<file path="src/rtl/sqa_modexp.sv">
module sqa_modexp #(
  parameter int W  = 16,
  parameter int EW = 16
) (
  input  logic          clk,
  input  logic          rst_n,
  input  logic          start,
  input  logic [W-1:0]  modulus,
  input  logic [W-1:0]  base,
  input  logic [EW-1:0] expo,
  output logic [W-1:0]  result,
  output logic          done
);
  localparam int IW = (EW > 1) ? $clog2(EW) : 1;
  localparam int BW = (W > 1) ? $clog2(W) : 1;

  localparam logic [2:0] PH_IDLE = 3'd0;
  localparam logic [2:0] PH_ISQ  = 3'd1;
  localparam logic [2:0] PH_IHF  = 3'd2;
  localparam logic [2:0] PH_ADD  = 3'd3;
  localparam logic [2:0] PH_SQR  = 3'd4;
  localparam logic [2:0] PH_HALF = 3'd5;
  localparam logic [2:0] PH_SUB  = 3'd6;

  logic [3:0][W-1:0] rf;
  logic [W-1:0]      nr, acc;
  logic [EW-1:0]     dr;
  logic [IW-1:0]     i;
  logic [BW-1:0]     bidx;
  logic [2:0]        ph;
  logic [1:0]        j, sa, sb, sd;

  always_comb begin
    sa = 2'd0; sb = 2'd0; sd = 2'd0;
    case (ph)
      PH_ISQ: begin sa = 2'd1; sd = 2'd3; end
      PH_IHF: begin sa = 2'd3; sd = 2'd3; end
      PH_ADD:
        case (j)
          2'd0: begin sd = 2'd1; sa = 2'd1; sb = 2'd1; end
          2'd1: begin sd = 2'd2; sa = 2'd0; sb = 2'd1; end
          2'd2: begin sd = 2'd1; sa = 2'd1; sb = 2'd3; end
          default: begin sd = 2'd3; sa = 2'd3; sb = 2'd3; end
        endcase
      PH_SQR:
        if (j == 2'd1) begin sa = 2'd2; sd = 2'd2; end
        else           begin sa = 2'd0; sd = 2'd0; end
      PH_HALF:
        case (j)
          2'd0: begin sd = 2'd2; sa = 2'd1; end
          2'd1: begin sd = 2'd2; sa = 2'd2; end
          2'd2: begin sd = 2'd0; sa = 2'd0; end
          default: begin sd = 2'd3; sa = 2'd3; end
        endcase
      PH_SUB:
        case (j)
          2'd0: begin sd = 2'd1; sa = 2'd1; sb = 2'd2; end
          2'd1: begin sd = 2'd2; sa = 2'd2; sb = 2'd3; end
          2'd2: begin sd = 2'd0; sa = 2'd2; sb = 2'd0; end
          default: begin sd = 2'd1; sa = 2'd1; sb = 2'd3; end
        endcase
      default: ;
    endcase
  end

  logic [W-1:0] opa, opb, add_r, sub_r, half_r, dbl_r, acc_n;
  logic [W:0]   sum, dbl, addt, half_w;

  assign opa = rf[sa];
  assign opb = rf[sb];

  assign sum    = {1'b0, opa} + {1'b0, opb};
  assign add_r  = (sum >= {1'b0, nr}) ? W'(sum - {1'b0, nr}) : W'(sum);
  assign sub_r  = (opa >= opb) ? (opa - opb) : W'({1'b0, opa} + {1'b0, nr} - {1'b0, opb});
  assign half_w = opa[0] ? ({1'b0, opa} + {1'b0, nr}) : {1'b0, opa};
  assign half_r = W'(half_w >> 1);

  assign dbl   = {acc, 1'b0};
  assign dbl_r = (dbl >= {1'b0, nr}) ? W'(dbl - {1'b0, nr}) : W'(dbl);
  assign addt  = {1'b0, dbl_r} + (opa[bidx] ? {1'b0, opa} : '0);
  assign acc_n = (addt >= {1'b0, nr}) ? W'(addt - {1'b0, nr}) : W'(addt);

  logic       dbit, dec;
  logic [1:0] jn;
  assign dbit = dr[i];
  assign jn   = dbit ? ((j == 2'd3) ? 2'd1 : j + 2'd1) : 2'd0;
  assign dec  = (j == 2'd0 || j == 2'd3) ? ~dbit : (j == 2'd2);

  always_ff @(posedge clk or negedge rst_n) begin
    if (!rst_n) begin
      rf <= '0; nr <= '0; dr <= '0; acc <= '0;
      i <= '0; bidx <= '0; j <= '0; ph <= PH_IDLE; done <= 1'b0;
    end else begin
      case (ph)
        PH_IDLE:
          if (start) begin
            rf   <= {{W{1'b0}}, W'(1), base, W'(1)};
            nr   <= modulus;
            dr   <= expo;
            j    <= 2'd0;
            i    <= IW'(EW - 1);
            acc  <= '0;
            bidx <= BW'(W - 1);
            done <= 1'b0;
            ph   <= PH_ISQ;
          end
        PH_ISQ, PH_SQR: begin
          acc <= acc_n;
          if (bidx == '0) begin
            rf[sd] <= acc_n;
            ph     <= (ph == PH_ISQ) ? PH_IHF : PH_HALF;
          end else begin
            bidx <= bidx - 1'b1;
          end
        end
        PH_IHF: begin
          rf[sd] <= half_r;
          ph     <= PH_ADD;
        end
        PH_ADD: begin
          rf[sd] <= add_r;
          acc    <= '0;
          bidx   <= BW'(W - 1);
          ph     <= PH_SQR;
        end
        PH_HALF: begin
          rf[sd] <= half_r;
          ph     <= PH_SUB;
        end
        PH_SUB: begin
          rf[sd] <= sub_r;
          j      <= jn;
          if (dec && i == '0) begin
            done <= 1'b1;
            ph   <= PH_IDLE;
          end else begin
            if (dec) i <= i - 1'b1;
            ph <= PH_ADD;
          end
        end
        default: ph <= PH_IDLE;
      endcase
    end
  end

  assign result = rf[0];
endmodule

</file>
<file path="config.mk">
export PLATFORM = sky130hd
export DESIGN_NAME = sqa_modexp
export DESIGN_NICKNAME = d
export VERILOG_FILES = /design/src/rtl/sqa_modexp.sv
export SDC_FILE = /design/constraint.sdc
export NUM_CORES = 1
export LEC_CHECK = 0
export ABC_AREA = 1
export BUFFER_PORTS_ARGS = -buffer_cell sky130_fd_sc_hd__buf_2
export CAP_MARGIN = 20
export CELL_PAD_IN_SITES_DETAIL_PLACEMENT = 1
export CELL_PAD_IN_SITES_GLOBAL_PLACEMENT = 2
export CORE_ASPECT_RATIO = 0.7
export CORE_MARGIN = 2
export CORE_UTILIZATION = 37
export DETAILED_ROUTE_END_ITERATION = 6
export PLACE_DENSITY = 0.87
export SETUP_SLACK_MARGIN = 0.1
export SYNTH_ARGS = -nofsm -noshare
export SYNTH_HDL_FRONTEND = slang
export SYNTH_SLANG_ARGS = --single-unit
export TNS_END_PERCENT = 1
</file>
<file path="constraint.sdc">
create_clock -name clk -period 11.5 [get_ports clk]
set_input_delay 0.575 -clock clk [delete_from_list [all_inputs] [get_ports clk]]
set_output_delay 0.575 -clock clk [all_outputs]
set_load 0.03 [all_outputs]
</file>
==> results of run 1 <==
sequential cells by signal (all words and copies together), names as in the netlist:
register and flops:
done 1, i 4, nr 16, acc 16, ph 3, dr 16
bidx 4, rf 48, result 16, j 2
synthesized netlist by cell type, drive strengths merged:
cell      n
o21a      4
nor4      3
xnor2    31
and3      2
o21bai   12
nor2    169
nor3     19
a21oi   194
clkinv    2
nand3   227
nand2   839
dfrtp   126
o31ai     2
o22ai     1
fa        8
a21o     16
o21ai   290
a211oi    1
mux2      2
a31oi     4
xor2     48
nand3b   11
ha      136
a32o      1
nand4    21
a21boi   20
o211ai   19
and2      5
clkbuf   64
inv     307
buf      52
or2      18
a32oi    14
nand2b    1
a22oi     1
final cells by class:
type | count | area, µm²
timing repair buffer | 89 | 527
sequential | 126 | 3150
tap | 594 | 743
inverter | 309 | 1160
multi-input combinational | 2119 | 11300
fill | 5957 | 25900
clock inverter | 11 | 153
clock buffer | 21 | 480
worst register-to-register path: cells and delay by family (launching register included):
kind / cells / cell delay [ps]
adder cells (fa/ha/maj): 3 / 1000
buffers and inverters: 5 / 1060
AO/OA/AOI/OAI: 5 / 1410
AND/OR/NAND/NOR: 25 / 5320
XOR/XNOR: 1 / 200
flip-flops: 1 / 500
per-layer routing:
| metal | wire, µm | share of wire (%) |
|---|---|---|
| met5 | 0 | 0 |
| met3 | 6970 | 9.1 |
| met2 | 31800 | 41 |
| met4 | 1480 | 1.9 |
| met1 | 36600 | 48 |
kinds of logic (layout without fill, tap and decap cells):
kind of cell,after synthesis,count (layout),synth area share (%)
AND/OR/NAND/NOR,1315,1315,34.1
AO/OA/AOI/OAI,579,579,19.6
buffers and inverters,425,430,10.8
adder cells (fa/ha/maj),144,144,11.5
flip-flops,126,126,19.5
XOR/XNOR,79,79,4.27
multiplexers,2,2,0.139
path summary, 6_finish.rpt:
check | start | to | slack [ps]
min in group clk | expo[14] | dr[14]$_DFFE_PN0P_ | 300
worst min register to register | dr[7]$_DFFE_PN0P_ | dr[7]$_DFFE_PN0P_ | 480
worst max register to register | ph[2]$_DFFE_PN0P_ | rf[26]$_DFFE_PN0P_ | 1930
worst min-delay path | rst_n | rf[54]$_DFFE_PN0P_ | 130
max in group asynchronous | rst_n | rf[61]$_DFFE_PN0P_ | 9890
worst max-delay path | ph[2]$_DFFE_PN0P_ | rf[26]$_DFFE_PN0P_ | 1930
metrics by stage:
step           hold WS [ps]  cells  utilization (%)
2_1_floorplan           279   2670                -
3_3_place_gp            461   3236             38.8
3_5_place_dp            460   3237             38.9
4_1_cts                 134   3269             40.3
5_1_grt                 151   3269             40.3
6_report                125   3269             40.3
==> out/metrics.cfg, run 1 <==
[worst_setup_path]
max_stage_delay_ps=860
arrival_ps=9960
crit_type=reg2reg
crit_cells=39
crit_path_end_kind=flop
cp.buffers_inverters=5
rr_worst_depth=39
slowest_stage=o21ai_1
worst-endpoint-required_ps=11880
critPathMaxFanout=31
path_common_cell=nand2_1
startpoint_type=flop
critPathTopFamily=simple AND/OR/NAND/NOR gates

[drt]
vias=18913
drcViolationCount=2
ant_nets=0
vias_per_cell=5.79
drtPass1Iterations=7
post_drt_wl_per_cell_um=23.5
wl_mm=76.9
dr.first_iter.drc_count=1830

[synthesis]
synth_top_area_cell=dfrtp_1
avgSynthCellArea_um2=6.06
synth_top_area_share_pct=19.5
netlist_instances=2670
ys_seq_area_share_pct=19.5
synth_area_mm2=0.0162
ys_warn_count=0
synth-seq-cells=126
synth_nets=2865
synthDistinctLibCells=52
synth_area_leaders=dfrtp_1, nand2_1, ha_1

[floorplan]
num_io_pins=68
rows=64
core_area_mm2=0.0434
die_h_um=179
dieArea_mm2=0.0455
die_w_um=254
initial_core_util_pct=37.3

[timing]
clock.fmax_mhz=104
post-route-period-util_pct=83.3
setup_tns_ps=0
setup_ws_ps=1930
finalSetupViolations=0
finalHoldViolations=0
drv_slew=0
tightest_slew_ps=1130
grt_setup_unrepaired=false
slew_headroom_pct=24.6
min_period_ps=9570
fin_skew_ps=18.1

[clocking]
numCtsBuffers=17
postCtsHoldBufs=0
clockRootBuffer=clkbuf_16
cts_buffer_depth=2
h-tree-depth=4
cts_resized=0
clk_latency_ps=480
cts_tree=done
cts_sinks=126
postCtsSetupBuffers=0
clkSlewWorstSetupHoldPaths_ps=60

[global_route]
globalRouteMet1Util_pct=50.5
met3_usage_pct=6.50
grt_pass1_wl_mm=115
grt_overflow=0
antenna_found_initial=0
grt_max_degree=68
grtUsageTotal_pct=34.0
grtUsageMet2_pct=49.9
top_usage_layer=met1
grt_pass1_vias=18350

[placed_design]
dp_hpwl_mm=60.2
pre_cts_slack_ps=2330
port_buffers=67
gp_congestion=1.00
placed_area_mm2=0.0169

[finish]
area_growth_pct=8.12
drive_gt1_share_pct=7.07
diodes=0
layout_commonest_cell=nand2_1
final_cell_area_mm2=0.0175
nets=2857
mostFrequentLayoutCells=nand2_1, inv_1, o21ai_0, nand3_1, a21oi_1

[worst_hold_path]
hp-class=in2async

[outcome]
status=complete, but fails checks
violations=DRC

[job]
drv_cap=0

Power of run 1 is not shown: default switching activity piles up to over one toggle a cycle in this logic, so the estimate is an artifact.
==> run 2, diff against run 1 <==
- CORE_UTILIZATION: 37 -> 31
- PLACE_DENSITY: 0.87 -> 0.78
- clock period: 11.5 -> 7.7 ns (I/O delays scaled with it)
==> run 2 against run 1 <==
The run still ends with DRC left. Critical path depth down 8. Final area up 2.3%. Via count down 1.7%. Register-to-register slack worse by 1400 ps. Sequential share of layout area down 0.39 points. Die area up 19%. Wire length up 4.2%. Global-route usage down 4.4 points.
==> out/metrics.cfg, run 2 (same netlist as run 1, synthesis figures left out) <==
[timing]
finalSetupViolations=0
min_period_ps=7160
grt_setup_unrepaired=true
tightest_slew_ps=1020
slew_headroom_pct=32.1
post-route-period-util_pct=93.0
fin_skew_ps=14.1
finalHoldViolations=0
setup_tns_ps=0
clock.fmax_mhz=140
holdWs_ps=111
drv_slew=0

[floorplan]
rows=70
initial_core_util_pct=31.2
dieArea_mm2=0.0541
core_area_mm2=0.0519
num_io_pins=68
die_w_um=277
die_h_um=195

[drt]
dr.first_iter.drc_count=1603
vias=18593
drcViolationCount=2
post_drt_wl_per_cell_um=23.6
ant_nets=0
wl_mm=80.2
drtPass1Iterations=7
vias_per_cell=5.47

[worst_setup_path]
rr_worst_depth=31
reg2reg_slack_ps=540
r2r-end=rf[25]$_DFFE_PN0P_
critPathMaxFanout=46
worst-endpoint-required_ps=8040
rr_startpoint=j[0]$_DFFE_PN0P_
slowest_stage=o21ai_0
crit_path_end_kind=flop
max_stage_delay_ps=720
crit_type=reg2reg
arrival_ps=7500
startpoint_type=flop
path_common_cell=nand2_1

[placed_design]
dp.cells=3363
dp_hpwl_mm=63.8
gp_congestion=0.966
port_buffers=67

[clocking]
postCtsSetupBuffers=0
clkSlewWorstSetupHoldPaths_ps=70
h-tree-depth=4
cts_sinks=126
clk_latency_ps=470
clockRootBuffer=clkbuf_16
cts_buffer_depth=2
cts_tree=done
numCtsBuffers=17

[finish]
num-fill-cells=6911
mostFrequentLayoutCells=nand2_1, inv_1, o21ai_0, nand3_1, a21oi_1
multi_input_area_mm2=0.0113
layout_commonest_cell=nand2_1
area_growth_pct=10.6
drive_gt1_share_pct=8.45
register_area_mm2=0.00315
largest_reg_flops=48
layoutNonFillerInstCount=3396
top_register=rf
nets=2894

[worst_hold_path]
holdPathStages=3
hp-class=in2reg
whs_endpoint=dr[7]$_DFFE_PN0P_
worstHoldStart=expo[7]

[outcome]
status=complete, but fails checks
violations=DRC

[job]
drv_cap=0

[global_route]
grt_max_degree=69
antenna_found_initial=0
grtUsageTotal_pct=29.5
grt_overflow=0
grt_pass1_vias=18479
grt_pass1_wl_mm=119

## run 2: changes by cell type in the layout (fill, tap and decap cells not counted), sizes merged
| cell | delta |
|---|---|
| buf | +36 |
| clkbuf | -3 |
| clkinv | +4 |
| clkinvlp | -1 |
| diode | +1 |
| dlygate4sd3 | +1 |
| inv | -1 |
## run 2: worst max-delay path, delay by kind of cell (launching register included)
kind                     cells  cell delay, ps
AO/OA/AOI/OAI                7            1810
adder cells (fa/ha/maj)      4            1220
buffers and inverters        4             930
flip-flops                   1             440
XOR/XNOR                     1             300
AND/OR/NAND/NOR             15            2290
## run 2: routing by layer
layer / vias up / share of wire, % / GRT usage, %
met4: 0 / 2.3 / 7.93
met1: 9121 / 50 / 43.7
met2: 605 / 40 / 42.7
li1: 8779 / - / -
met5: - / 0 / 0
met3: 88 / 7.8 / 6.40
## run 2: repair_timing
action                                  in CTS  in global routing
endpoints found under the setup margin       2                 61
hold endpoints to repair                    58                  0
gates cloned                                 0                  0
hold buffers                                 1                  0
gates resized for setup                      1                 14
## run 2: final cells by class
cell class              instances  share of cell area (%)
diodes                          1                  0.0140
clock buffers                  18                    2.40
clock inverters                13                   0.916
inverters                     309                    6.51
multi-input cells            2119                    63.3
flip-flops and latches        126                    17.6
well taps                     684                    4.78
repair buffers                126                    4.47
## run 2: worst max path at each step
stage	startpoint	endpoint	slack, ps	cells past startpoint
floorplan	nr[1]$_DFFE_PN0P_	rf[23]$_DFFE_PN0P_	1960	40
global placement	j[0]$_DFFE_PN0P_	result[7]$_DFFE_PN0P_	150	30
detailed placement	j[0]$_DFFE_PN0P_	result[7]$_DFFE_PN0P_	70	30
CTS	ph[2]$_DFFE_PN0P_	result[7]$_DFFE_PN0P_	230	29
global route	j[0]$_DFFE_PN0P_	rf[25]$_DFFE_PN0P_	60	36
finish	j[0]$_DFFE_PN0P_	rf[25]$_DFFE_PN0P_	540	31
## run 2: through the flow
stage	setup slack (ps)	utilization (%)	instance area, µm²
floorplan	1960	-	16200
global placement	149	33.2	17200
detailed placement	69.8	33.2	17200
CTS	234	34.4	17900
global route	60.6	34.5	17900
finish	541	34.5	17900
Power of run 2 is left out for the same reason.
